File: config.mk
export PLATFORM = sky130hd
export DESIGN_NAME = sdram_init_seq
export DESIGN_NICKNAME = d
export VERILOG_FILES = /design/src/rtl/sdram_init_pkg.sv /design/src/rtl/sdram_init_timer.sv /design/src/rtl/sdram_mode_word.sv /design/src/rtl/sdram_cmd_drive.sv /design/src/rtl/sdram_init_seq.sv
export SDC_FILE = /design/constraint.sdc
export NUM_CORES = 1
export LEC_CHECK = 0
export ABC_AREA = 1
export BUFFER_PORTS_ARGS = -buffer_cell sky130_fd_sc_hd__buf_2
export CORE_UTILIZATION = 60
export CTS_CLUSTER_DIAMETER = 40
export DETAILED_ROUTE_END_ITERATION = 10
export PLACE_DENSITY = 0.89
export SLEW_MARGIN = 10
export SYNTH_ARGS = -nofsm -noshare
export SYNTH_HDL_FRONTEND = slang
export SYNTH_SLANG_ARGS = --single-unit
File: constraint.sdc
create_clock -name clk -period 2.5 [get_ports clk]
set_clock_uncertainty 0.2 [all_clocks]
set_input_delay 0 -clock clk [delete_from_list [all_inputs] [get_ports clk]]
set_output_delay 0 -clock clk [all_outputs]
set_load 0.02 [all_outputs]
File: src/rtl/sdram_init_pkg.sv
package sdram_init_pkg;

    // Command encodings on {cs_n, ras_n, cas_n, we_n}
    typedef enum logic [3:0] {
        CMD_LMR = 4'b0000,
        CMD_REF = 4'b0001,
        CMD_PRE = 4'b0010,
        CMD_NOP = 4'b0111
    } sdram_cmd_e;

    typedef enum logic [3:0] {
        ST_IDLE,
        ST_PWRUP,
        ST_PRE,
        ST_PRE_WAIT,
        ST_REF1,
        ST_REF1_WAIT,
        ST_REF2,
        ST_REF2_WAIT,
        ST_LMR,
        ST_LMR_WAIT,
        ST_DONE
    } init_state_e;

    // Address bit that selects all banks on a precharge
    localparam int ALL_BANK_BIT = 10;

    function automatic int max_int(input int a, input int b);
        return (a > b) ? a : b;
    endfunction

    // Timer load for a command-to-command spacing of g cycles:
    // one cycle in the command state plus g-1 in the wait state.
    function automatic int gap_load(input int g);
        return (g < 2) ? 0 : g - 2;
    endfunction

endpackage

File: src/rtl/sdram_init_timer.sv
module sdram_init_timer #(
    parameter int CNT_W = 8
) (
    input  logic             clk,
    input  logic             rst_n,
    input  logic             load,
    input  logic [CNT_W-1:0] load_val,
    output logic             expired
);

    logic [CNT_W-1:0] cnt_q;

    always_ff @(posedge clk or negedge rst_n) begin
        if (!rst_n) begin
            cnt_q <= '0;
        end else if (load) begin
            cnt_q <= load_val;
        end else if (cnt_q != '0) begin
            cnt_q <= cnt_q - 1'b1;
        end
    end

    assign expired = (cnt_q == '0);

    // the timer stops at zero instead of wrapping
    a_r8_timer_no_wrap: assert property (@(posedge clk) disable iff (!rst_n)
        (!load && cnt_q == '0) |=> (cnt_q == '0));

    // one step per cycle while running
    a_r8_timer_step: assert property (@(posedge clk) disable iff (!rst_n)
        (!load && cnt_q != '0) |=> (cnt_q == $past(cnt_q) - 1'b1));

endmodule

File: src/rtl/sdram_mode_word.sv
module sdram_mode_word #(
    parameter int          ADDR_W       = 12,
    parameter logic [2:0]  BURST_CODE   = 3'b011,
    parameter bit          INTERLEAVE   = 1'b0,
    parameter int          CAS_LAT      = 3,
    parameter bit          WRITE_SINGLE = 1'b0
) (
    output logic [ADDR_W-1:0] word
);

    localparam logic [2:0]  CL_CODE = 3'(CAS_LAT);
    localparam logic [11:0] WORD12  = {2'b00, WRITE_SINGLE, 2'b00, CL_CODE,
                                       INTERLEAVE, BURST_CODE};

    always_comb begin
        word        = '0;
        word[11:0]  = WORD12;
    end

endmodule

File: src/rtl/sdram_cmd_drive.sv
module sdram_cmd_drive
    import sdram_init_pkg::*;
#(
    parameter int ADDR_W = 12,
    parameter int BA_W   = 2
) (
    input  logic              clk,
    input  logic              rst_n,
    input  sdram_cmd_e        cmd_in,
    input  logic [ADDR_W-1:0] addr_in,
    input  logic [BA_W-1:0]   ba_in,
    input  logic              done_in,
    output logic              cs_n,
    output logic              ras_n,
    output logic              cas_n,
    output logic              we_n,
    output logic [ADDR_W-1:0] addr,
    output logic [BA_W-1:0]   ba,
    output logic              done
);

    always_ff @(posedge clk or negedge rst_n) begin
        if (!rst_n) begin
            {cs_n, ras_n, cas_n, we_n} <= CMD_NOP;
            addr                       <= '0;
            ba                         <= '0;
            done                       <= 1'b0;
        end else begin
            {cs_n, ras_n, cas_n, we_n} <= cmd_in;
            addr                       <= addr_in;
            ba                         <= ba_in;
            done                       <= done_in;
        end
    end

endmodule

File: src/rtl/sdram_init_seq.sv
module sdram_init_seq
    import sdram_init_pkg::*;
#(
    parameter int         ADDR_W           = 12,
    parameter int         BA_W             = 2,
    parameter int         PWRUP_CYC        = 25000,
    parameter int         PRE_GAP          = 3,
    parameter int         REF_GAP          = 10,
    parameter int         REF_LMR_GAP      = 10,
    parameter int         LMR_GAP          = 2,
    parameter logic [2:0] BURST_CODE       = 3'b011,
    parameter bit         BURST_INTERLEAVE = 1'b0,
    parameter int         CAS_LAT          = 3,
    parameter bit         WRITE_SINGLE     = 1'b0
) (
    input  logic              clk,
    input  logic              rst_n,
    input  logic              pwr_ok,
    output logic              cs_n,
    output logic              ras_n,
    output logic              cas_n,
    output logic              we_n,
    output logic [ADDR_W-1:0] addr,
    output logic [BA_W-1:0]   ba,
    output logic              init_done
);

    localparam int MAX_WAIT = max_int(PWRUP_CYC,
                              max_int(PRE_GAP,
                              max_int(REF_GAP,
                              max_int(REF_LMR_GAP, LMR_GAP))));
    localparam int CNT_W    = $clog2(MAX_WAIT + 1);

    localparam logic [CNT_W-1:0] LD_PWRUP = CNT_W'((PWRUP_CYC < 1) ? 0 : PWRUP_CYC - 1);
    localparam logic [CNT_W-1:0] LD_PRE   = CNT_W'(gap_load(PRE_GAP));
    localparam logic [CNT_W-1:0] LD_REF   = CNT_W'(gap_load(REF_GAP));
    localparam logic [CNT_W-1:0] LD_RLMR  = CNT_W'(gap_load(REF_LMR_GAP));
    localparam logic [CNT_W-1:0] LD_LMR   = CNT_W'(gap_load(LMR_GAP));

    init_state_e       state_q, state_d;
    logic              tmr_load;
    logic [CNT_W-1:0]  tmr_val;
    logic              tmr_expired;

    sdram_cmd_e        cmd_d;
    logic [ADDR_W-1:0] addr_d;
    logic [BA_W-1:0]   ba_d;
    logic              done_d;
    logic [ADDR_W-1:0] mode_word;

    // State register
    always_ff @(posedge clk or negedge rst_n) begin
        if (!rst_n) begin
            state_q <= ST_IDLE;
        end else begin
            state_q <= state_d;
        end
    end

    // Next state and timer loads
    always_comb begin
        state_d  = state_q;
        tmr_load = 1'b0;
        tmr_val  = '0;
        unique case (state_q)
            ST_IDLE: begin
                if (pwr_ok) begin
                    state_d  = ST_PWRUP;
                    tmr_load = 1'b1;
                    tmr_val  = LD_PWRUP;
                end
            end
            ST_PWRUP: begin
                if (!pwr_ok) begin
                    state_d = ST_IDLE;
                end else if (tmr_expired) begin
                    state_d = ST_PRE;
                end
            end
            ST_PRE: begin
                state_d  = ST_PRE_WAIT;
                tmr_load = 1'b1;
                tmr_val  = LD_PRE;
            end
            ST_PRE_WAIT: begin
                if (tmr_expired) state_d = ST_REF1;
            end
            ST_REF1: begin
                state_d  = ST_REF1_WAIT;
                tmr_load = 1'b1;
                tmr_val  = LD_REF;
            end
            ST_REF1_WAIT: begin
                if (tmr_expired) state_d = ST_REF2;
            end
            ST_REF2: begin
                state_d  = ST_REF2_WAIT;
                tmr_load = 1'b1;
                tmr_val  = LD_RLMR;
            end
            ST_REF2_WAIT: begin
                if (tmr_expired) state_d = ST_LMR;
            end
            ST_LMR: begin
                state_d  = ST_LMR_WAIT;
                tmr_load = 1'b1;
                tmr_val  = LD_LMR;
            end
            ST_LMR_WAIT: begin
                if (tmr_expired) state_d = ST_DONE;
            end
            ST_DONE: begin
                state_d = ST_DONE;
            end
            default: begin
                state_d = ST_IDLE;
            end
        endcase
    end

    // Command selection per state
    always_comb begin
        cmd_d  = CMD_NOP;
        addr_d = '0;
        ba_d   = '0;
        unique case (state_q)
            ST_PRE: begin
                cmd_d                = CMD_PRE;
                addr_d[ALL_BANK_BIT] = 1'b1;
            end
            ST_REF1, ST_REF2: begin
                cmd_d = CMD_REF;
            end
            ST_LMR: begin
                cmd_d  = CMD_LMR;
                addr_d = mode_word;
            end
            default: begin
                cmd_d = CMD_NOP;
            end
        endcase
    end

    assign done_d = (state_q == ST_DONE);

    sdram_init_timer #(
        .CNT_W (CNT_W)
    ) timer_i (
        .clk      (clk),
        .rst_n    (rst_n),
        .load     (tmr_load),
        .load_val (tmr_val),
        .expired  (tmr_expired)
    );

    sdram_mode_word #(
        .ADDR_W       (ADDR_W),
        .BURST_CODE   (BURST_CODE),
        .INTERLEAVE   (BURST_INTERLEAVE),
        .CAS_LAT      (CAS_LAT),
        .WRITE_SINGLE (WRITE_SINGLE)
    ) mode_i (
        .word (mode_word)
    );

    sdram_cmd_drive #(
        .ADDR_W (ADDR_W),
        .BA_W   (BA_W)
    ) drive_i (
        .clk     (clk),
        .rst_n   (rst_n),
        .cmd_in  (cmd_d),
        .addr_in (addr_d),
        .ba_in   (ba_d),
        .done_in (done_d),
        .cs_n    (cs_n),
        .ras_n   (ras_n),
        .cas_n   (cas_n),
        .we_n    (we_n),
        .addr    (addr),
        .ba      (ba),
        .done    (init_done)
    );

    // Pin-side observation for the assertions below
    logic [3:0] pin_cmd;
    logic [1:0] refs_seen_q;

    assign pin_cmd = {cs_n, ras_n, cas_n, we_n};

    always_ff @(posedge clk or negedge rst_n) begin
        if (!rst_n) begin
            refs_seen_q <= '0;
        end else if (pin_cmd == CMD_REF && refs_seen_q != 2'd3) begin
            refs_seen_q <= refs_seen_q + 1'b1;
        end
    end

    // nothing but NOP leaves the block before or during the hold
    a_r2_hold_is_nop: assert property (@(posedge clk) disable iff (!rst_n)
        (state_q == ST_IDLE || state_q == ST_PWRUP) |=> (pin_cmd == CMD_NOP));

    // the precharge covers all banks
    a_r3_pre_all_banks: assert property (@(posedge clk) disable iff (!rst_n)
        (pin_cmd == CMD_PRE) |-> (addr[ALL_BANK_BIT] && ba == '0));

    // never a third refresh
    a_r6_two_refreshes: assert property (@(posedge clk) disable iff (!rst_n)
        (pin_cmd == CMD_REF) |-> (refs_seen_q < 2'd2));

    // mode load only after both refreshes, reserved fields clear
    a_r7_load_after_refs: assert property (@(posedge clk) disable iff (!rst_n)
        (pin_cmd == CMD_LMR) |-> (refs_seen_q == 2'd2 && addr[11:10] == 2'b00
                                  && addr[8:7] == 2'b00));

    // completion is held
    a_r9_done_held: assert property (@(posedge clk) disable iff (!rst_n)
        init_done |=> init_done);

    // quiet bus once complete
    a_r9_quiet_after_done: assert property (@(posedge clk) disable iff (!rst_n)
        init_done |-> (pin_cmd == CMD_NOP));

endmodule

# After elaboration in Yosys (flattened, before gate mapping)
# Cells that the tools add are included.
# classes
addsub	1
n_eq_ne	16
n_mux	17
reduce_logical	7
# op_table
operator	count
$mux W15	3
$pmux W15 S3	1
$pmux W4 S11	1
$mux W4	7
$eq A4 B3 Y1 const B	4
$logic_not A15 Y1	1
$reduce_bool A15 Y1	1
$sub A15 B1 Y15 const B	1
$eq A4 B4 Y1 const B	3
$pmux W3 S3	1
$eq A4 B2 Y1 const B	2
$ne A2 B1 Y1 const B	4
$mux W6	1
$reduce_and A6 Y1	1
$eq A4 B1 Y1 const B	1
$logic_not A4 Y1	1
$reduce_or A4 Y1	1
$ne A3 B2 Y1 const B	1
$mux W1	2
$ne A2 B2 Y1 const B	1
$pmux W1 S2	1
$reduce_bool A2 Y1	1
$reduce_or A2 Y1	1
# word_totals
ff_bits	34
input_bits	3
word_cells	48

# Depth between registers and ports, before layout
# Gate-level depths: netlist of the first run.
# depth
word_depth	4
ltp_mapped	10
ltp_nobuf	10

# Hierarchy
# From an unflattened synthesis of the first run, not the netlist that was laid out.
# hier_totals
cells_unflattened	254
area_unflattened_um2	2034.5
# by_module_without_submodules
module	n_inst	cells_per_inst	area_per_inst_um2	seq_area_each_um2
sdram_init_timer	1	139	1007.2	375.4
sdram_cmd_drive	1	19	479.2	479.2
sdram_init_seq	1	82	450.4	100.1
sdram_mode_word	1	14	97.6	0.0

# Worst setup path after synthesis of the first run
# OpenSTA, ideal clock, no wires.
# synth_timing
kind	register to register
startpoint	register timer_i.cnt_q[0]
endpoint	register state_q[1]
arrival_ps	1399
path_slack_ps	784
path_stages_with_launch	10
n_path_buf	0
synth_period_minus_slack_ps	1716
cell_sequence	dfrtp_1 > inv_1 > ha_1 > nand3_2 > nor2_2 > nand2_1 > nand2_2 > nand2_1 > nand2_1 > nand2_1
# synth_via
elab_chain_cells	3
# synth_rtl
element	line	text
start, declared	sdram_init_timer.sv:11	logic [CNT_W-1:0] cnt_q;
start signal, assigned	sdram_init_timer.sv:17	cnt_q <= load_val;
start signal, assigned	sdram_init_timer.sv:19	cnt_q <= cnt_q - 1'b1;
$logic_not A15 Y1 *	sdram_init_timer.sv:23	assign expired = (cnt_q == '0);
$ne A3 B2 Y1 (no source line) / $ne A2 B1 Y1 (equally long branches)	-	
$reduce_and A6 Y1 (no source line) *	-	
end signal, assigned	sdram_init_seq.sv:56	state_q <= state_d;
end, declared	sdram_init_seq.sv:40	init_state_e state_q, state_d;
# Mark *: on every way between the ends. The rest lies on a longest branch, timed or not.
# A chain may end at the register's enable or synchronous reset.

==> results of run 1 <==
logic make-up (layout without fill, tap and decap cells):
| logic type | count (synthesis) | count (layout) | synth area share (%) |
|---|---|---|---|
| simple gates | 116 | 116 | 34.3 |
| other cells | 1 | 10 | 0.244 |
| buf+inv | 43 | 48 | 14.4 |
| flops | 25 | 25 | 41.0 |
| compound gates | 22 | 22 | 8.07 |
| fa+ha+maj | 1 | 1 | 0.815 |
| xor+xnor | 2 | 2 | 1.14 |
critical path: cells and delay by family:
kind                   cells  cell delay (ns)
buffers and inverters      4             2.32
power breakdown:
group / internal [mW] / switching (mW)
registers: 0.590 / 0.173
logic: 0.408 / 0.817
clock network: 0.0627 / 0.118
what timing repair did:
action / 4_1_cts / 5_1_grt
hold buffers: 4 / 0
endpoints found under the hold margin: 35 / 0
buffers inserted: 0 / 0
area by class of cell:
class,count,area [um^2]
tap,28,35.0
sequential,25,629
multi-input combinational,151,718
fill,210,706
timing repair buffer,15,95.1
clock buffer,4,26.3
inverter,29,109
how the worst max path moves through the flow:
| stage | start | to | cells after the start |
|---|---|---|---|
| floorplan | timer_i.cnt_q[0]$_DFFE_PN0P_ | state_q[1]$_DFFE_PN0P_ | 9 |
| global placement | timer_i.cnt_q[0]$_DFFE_PN0P_ | state_q[1]$_DFFE_PN0P_ | 9 |
| detailed placement | timer_i.cnt_q[0]$_DFFE_PN0P_ | state_q[3]$_DFFE_PN0P_ | 8 |
| CTS | rst_n | timer_i.cnt_q[4]$_DFFE_PN0P_ | 4 |
| global route | rst_n | state_q[2]$_DFFE_PN0P_ | 4 |
| finish | rst_n | state_q[2]$_DFFE_PN0P_ | 4 |
metal layers:
metal  global-route usage (%)  vias up  wire (um)
met1                     36.1      604       1430
met2                     43.5       70       1470
met4                     7.89        0         20
li1                         -      664          -
met3                     7.83        4        236
met5                        0        -          0
state kept, by name, summed over array words and instances (netlist names):
name / cells
drive_i.addr: 2
drive_i.cas_n: 1
state_q: 4
drive_i.done: 1
timer_i.cnt_q: 15
drive_i.we_n: 1
drive_i.ras_n: 1
cells in the final DEF (no fill, tap or decap):
master / netlist / final
a21oi_1: 12 / 12
buf_2: 0 / 11
clkbuf_1: 0 / 1
clkbuf_4: 0 / 3
conb_1: 1 / 10
dfrtp_1: 22 / 22
dfstp_2: 3 / 3
dlygate4sd3_1: 0 / 4
ha_1: 1 / 1
inv_1: 28 / 28
inv_2: 1 / 1
nand2_1: 53 / 53
nand2_2: 4 / 4
nand3_1: 15 / 15
nand3_2: 4 / 4
nand3b_1: 1 / 1
nand4_1: 2 / 2
nor2_1: 29 / 29
nor2_2: 3 / 3
nor2_4: 2 / 2
nor3_1: 2 / 2
nor3b_1: 1 / 1
o21ai_0: 5 / 5
o21ai_2: 1 / 1
o21bai_1: 4 / 4
xnor2_1: 1 / 1
xor2_1: 1 / 1
==> metrics.md, run 1 <==
| Metric | Value |
|---|---|
| Largest net degree at the start of global routing | 18 |
| Post-synth top cells | nand2_1, nor2_1, inv_1, dfrtp_1, nand3_1 |
| Worst hold slack | roughly 0.35 ns |
| Dominant cells by area after synthesis | dfrtp_1, nand2_1, nor2_1 |
| DRC violations left | 0 |
| Hold path endpoint | timer_i.cnt_q[14]$_DFFE_PN0P_ |
| Routability cong. | between 0.9 and 1 |
| Area Overhead vs Synth | 5.05% |
| Grt ovf | 0 |
| Vias/cell | approximately 5.3 |
| Post-synthesis async set-or-reset flop share | 100% |
| Global-route wire length before repair | approximately 5.4 mm |
| Fmax | around 490 MHz |
| Initial Util | 66.2% |
| Final Hold Vio Count | 0 |
| Post-synth top flop | dfrtp_1 |
| GRT Resource Usage Total | 27.4% |
| Cts repair resizes | 0 |
| Die Y-Extent | 52.6 um |
| Synth area leader | dfrtp_1 |
| Core Region | 2320 um^2 |
| Worst Min Path Start | timer_i.cnt_q[14]$_DFFE_PN0P_ |
| Post-DP Area | 1550 um^2 |
| Full die area | 2770 um^2 |
| IO Count | 22 |
| Wire length per cell after detailed routing | 12.5 um |
| PD cells | 1340 nW/um^2 |
| Hold Path Stages | 2 |
| Final setup margin | 0.443 ns |
| Post-synth EDFFs | 0 |
| Worst reg2reg setup slack | 0.45 ns |
| Mapped Cells | 210 |
| DPL Wire Length | 2.31 mm |
| Port buffer count | 11 |
| Clk sinks | 25 |
| Yosys cell types | 25 |
| Antenna violations before repair | 0 |
| CP required | 2.78 ns |
| CP arrival | between 2 and 2.5 ns |
| # rows | 17 |
| Yosys reg bits | 25 |
| Clock Pin Slew Worst Setup and Hold Paths | 0.13 ns |
| H-tree depth | 1 |
| Startpoint Class | primary input |
| Share of post-route cells with drive strength above 1 | between 10 and 15% |
| CTS tree | yes |
| Total power | 2.17 mW |
| R2r endpoint | state_q[3]$_DFFE_PN0P_ |
| Max-cap violations | 0 |
| Number of global-route vias before repair | 1,226 |
| Min-Delay Path Class | register to register |
| Sequential area share after synthesis | 41.0% |
| Crit-path cells | dlygate4sd3_1 > dlygate4sd3_1 > buf_2 > dlygate4sd3_1 |
| Fin crit period | 2.06 ns |
| CP most frequent cell | dlygate4sd3_1 |
| Core Util, Final | 69.6% |
| Yosys top cell area share | roughly 36% |
| Pins Over Slew Limit | 0 |
| Worst-skew pair later-pin latency | roughly 0.33 ns |
| Die X | between 50 and 60 um |
| Status | completed |
| Root Buffer | clkbuf_4 |
| DRT antenna net count | 0 |
| Longest Clk Path Bufs | 2 |
| Pleak | 0.892 nW |
| Yosys warns | 0 |
| Critical Path Sink Type | async pin |
| Total CTS buffers | 3 |
| Endpoints failing setup | 0 |
| DRT iter0 DRCs | 65 |
| Reg-to-reg startpoint | timer_i.cnt_q[0]$_DFFE_PN0P_ |
| Slowest CP cell | dlygate4sd3_1 |
| Crit-path max cell delay | 0.90 ns |
| RSZ-0062 raised after global routing | false |
| Placed Cells | about 240 |
| Period utilization | 82.3% |
| Post-route setup TNS | 0 ns |
| Crit path max fanout | 17 |
| Synthesized area per cell | 7.31 um^2 |
| Crit path kind | primary input to async pin |
| First-pass DRT Iterations | 4 |
| Pre-CTS setup slack | slightly above 0.5 ns |
| Design Area, Final | 1610 um^2 |
| Vias | between 1k and 1.5k |
| Mapped Area | 1540 um^2 |
| Non-Filler Instances | between 200 and 300 |
| Ant. Diodes | 0 |
| Reg2reg path depth | 8 |
| Wirelength, routed | roughly 3.2 mm |
| Nets | 229 |
| Worst IR Drop VDD | 0.794 mV |
| Top-count cell post-synth | nand2_1 |
No activity file was read; power rests on OpenSTA's default activity.
==> run 2, diff against run 1 <==
Settings changed: ABC_AREA 1 to 0, CORE_UTILIZATION 60 to 55, PLACE_DENSITY 0.89 to 0.84.
Clock period 2.5 ns to 2.05 ns, I/O delays scaled along.
==> metrics.md, run 2 <==
| Metric | Value |
|---|---|
| Reg with most FFs | timer_i.cnt_q |
| Total CTS buffers | 3 |
| Crit path kind | register to register |
| Reg-to-reg startpoint | timer_i.cnt_q[0]$_DFFE_PN0P_ |
| Startpoint Class | register |
| Post-route setup TNS | -0.0871 ns |
| Vias/cell | 5.78 |
| Largest register FFs | 15 |
| CP required | 2.07 ns |
| Worst Min Path Start | timer_i.cnt_q[1]$_DFFE_PN0P_ |
| Fin crit period | ~2.1 ns |
| Root Buffer | clkbuf_4 |
| Ant. Diodes | 0 |
| Die Y-Extent | 51.7 um |
| Core Region | 2280 um^2 |
| DRT iter0 DRCs | 36 |
| Port buffer count | 11 |
| Antenna violations before repair | 0 |
| Worst hold slack | 0.354 ns |
| Share of post-route cells with drive strength above 1 | 30.8% |
| DRT antenna net count | 0 |
| Biggest regs | timer_i.cnt_q x15, state_q x4, drive_i.addr x2 |
| Post-synth EDFFs | 0 |
| Crit path max fanout | 3 |
| Pins Over Slew Limit | 0 |
| Global-route wire length before repair | 4.57 mm |
| Worst-skew pair later-pin latency | ~0.33 ns |
| Pre-CTS setup slack | 0.00123 ns |
| Clock Pin Slew Worst Setup and Hold Paths | 0.12 ns |
| GRT Resource Usage Total | 23.8% |
| Synth area leader | dfrtp_1 |
| Period utilization | 104% |
| Sequential area share after synthesis | 46.4% |
| Mapped Cells | 138 |
| Dominant cells by area after synthesis | dfrtp_1, buf_4, dfstp_2 |
| Fmax | between 400 and 500 MHz |
| Longest Clk Path Bufs | 2 |
| Wirelength, routed | 3.01 mm |
| Final Hold Vio Count | 0 |
| Yosys cell types | 43 |
| # rows | 17 |
| Final setup margin | -0.0793 ns |
| Top-count cell post-synth | dfrtp_1 |
| Worst-margin pin slew | between 1 and 1.5 ns |
| Vias | 1,156 |
| Internal power | 999 uW |
| Switching part of the total | 36.1% |
| Largest net degree at the start of global routing | 23 |
| Wire length per cell after detailed routing | around 15 um |
| Min-Delay Path Class | register to register |
| Routability cong. | roughly 0.91 |
| Critical Path Sink Type | register |
| Endpoints failing setup | 2 |
| CP arrival | 2.15 ns |
| Die X | 51.7 um |
| Yosys warns | 0 |
| DPL Wire Length | between 2 and 2.5 mm |
| IO Count | 22 |
| Number of global-route vias before repair | 1,010 |
| Nets | 177 |
| Combinational share of power | between 40% and 50% |
| CTS tree | yes |
| Power share of the clock group | around 14% |
| Yosys reg bits | 25 |
| Failing checks | negative setup slack |
| Max-cap violations | 0 |
| RSZ-0062 raised after global routing | true |
| Full die area | 2670 um^2 |
| DRC violations left | 0 |
| P_sw | 564 uW |
| Max transition margin | 33.0% |
| Clk sinks | 25 |
| Worst IR Drop VDD | 0.537 mV |
| Post-synth top cells | dfrtp_1, a21oi_1, buf_4, nand2_1 |
| Area Overhead vs Synth | 20.9% |
| Post-synthesis async set-or-reset flop share | 100% |
| PD cells | roughly 950 nW/um^2 |
| Most frequent cells in the layout | dfrtp_1, buf_4, a21oi_1 |
| Critical path origin | timer_i.cnt_q[0]$_DFFE_PN0P_ |
| Post-synth top flop | dfrtp_1 |
| Pleak | a little under 0.8 nW |
| Synthesized area per cell | 9.84 um^2 |
| H-tree depth | 1 |
| Yosys top cell area share | 40.6% |
| Fill count | 151 |
| Initial Util | 59.6% |
| Worst reg2reg setup slack | -0.08 ns |
| Reg power frac | 43.9% |
| Mapped Area | about 1400 um^2 |
| Grt ovf | 0 |
| First-pass DRT Iterations | 4 |
| Status | finished with violations |
[run 2: changes by cell type in the layout (fill, tap and decap cells not counted), moves of 13 or more]
cell | previous run | this run
nand2_1 | 53 | 7
nand3_1 | 15 | 2
inv_1 | 28 | 3
nor2_1 | 29 | 6
buf_4 | 0 | 22
[run 2: path summary, 6_finish.rpt]
check / to / cells past startpoint
setup / recovery: timer_i.cnt_q[1]$_DFFE_PN0P_ / 6
hold / removal: timer_i.cnt_q[1]$_DFFE_PN0P_ / 1
setup reg to reg: timer_i.cnt_q[1]$_DFFE_PN0P_ / 6
hold reg to reg: timer_i.cnt_q[1]$_DFFE_PN0P_ / 1
max in group asynchronous: timer_i.cnt_q[0]$_DFFE_PN0P_ / 3
min in group asynchronous: drive_i.ras_n$_DFF_PN1_ / 3
[run 2: metal layers]
metal	vias up	wire (um)	share of wire, %	global-route usage (%)
met5	-	0	0	0
met4	0	93	3.1	14.0
met3	13	158	5.2	3.80
met2	55	1440	48	37.2
met1	549	1320	44	31.0
li1	539	-	-	-
[run 2: cell families after synthesis]
logic type,count (synthesis),synth area share (%)
DFF,25,46.4
muxes,4,3.13
and+or+nand+nor,52,22.7
AOI/OAI and AO/OA,27,12.1
adders and majority gates,1,0.922
other,1,0.276
xor gates and xnor gates,7,4.52
buffers and inverters,21,10.0
[run 2: timing repair]
action	in CTS	in global routing
pin swaps	1	3
hold buffers	4	0
hold endpoints to repair	33	0
setup buffers	0	1
endpoints found under the setup margin	1	6
gates resized for setup	0	10
[run 2: critical path: stages, from the launching register on]
cell and delay (ns):
dfrtp_1 0.40, inv_1 0.12, ha_4 0.16, nor4b_1 0.31
and4b_2 0.31, and2_1 0.19, mux2_1 0.33
[run 2: power by group through the flow]
stage,combinational (mW),clock [mW],sequential (mW)
CTS,0.612,0.230,0.676
detailed placement,0.599,0,0.688
floorplan,0.346,0,0.699
finish,0.658,0.220,0.686
global route,0.728,0.253,0.697
global placement,0.580,0,0.680
[run 2: area by class of cell]
cell class                 instances  area [um^2]  share of cell area [%]
multi-input combinational        101          664                    40.5
inverter                           4         15.0                   0.915
clock buffer                       4         26.3                    1.60
sequential                        25          629                    38.3
timing repair buffer              38          272                    16.5
tap                               28         35.0                    2.13
[run 2: through the flow]
step	instance area, um^2	util (%)	std cells	power, mW
4_1_cts	1590	69.9	199	1.52
3_3_place_gp	1530	67.0	191	1.26
5_1_grt	1640	72.1	200	1.68
3_5_place_dp	1530	67.0	191	1.29
2_1_floorplan	1390	-	147	1.04
6_report	1640	72.1	200	1.56
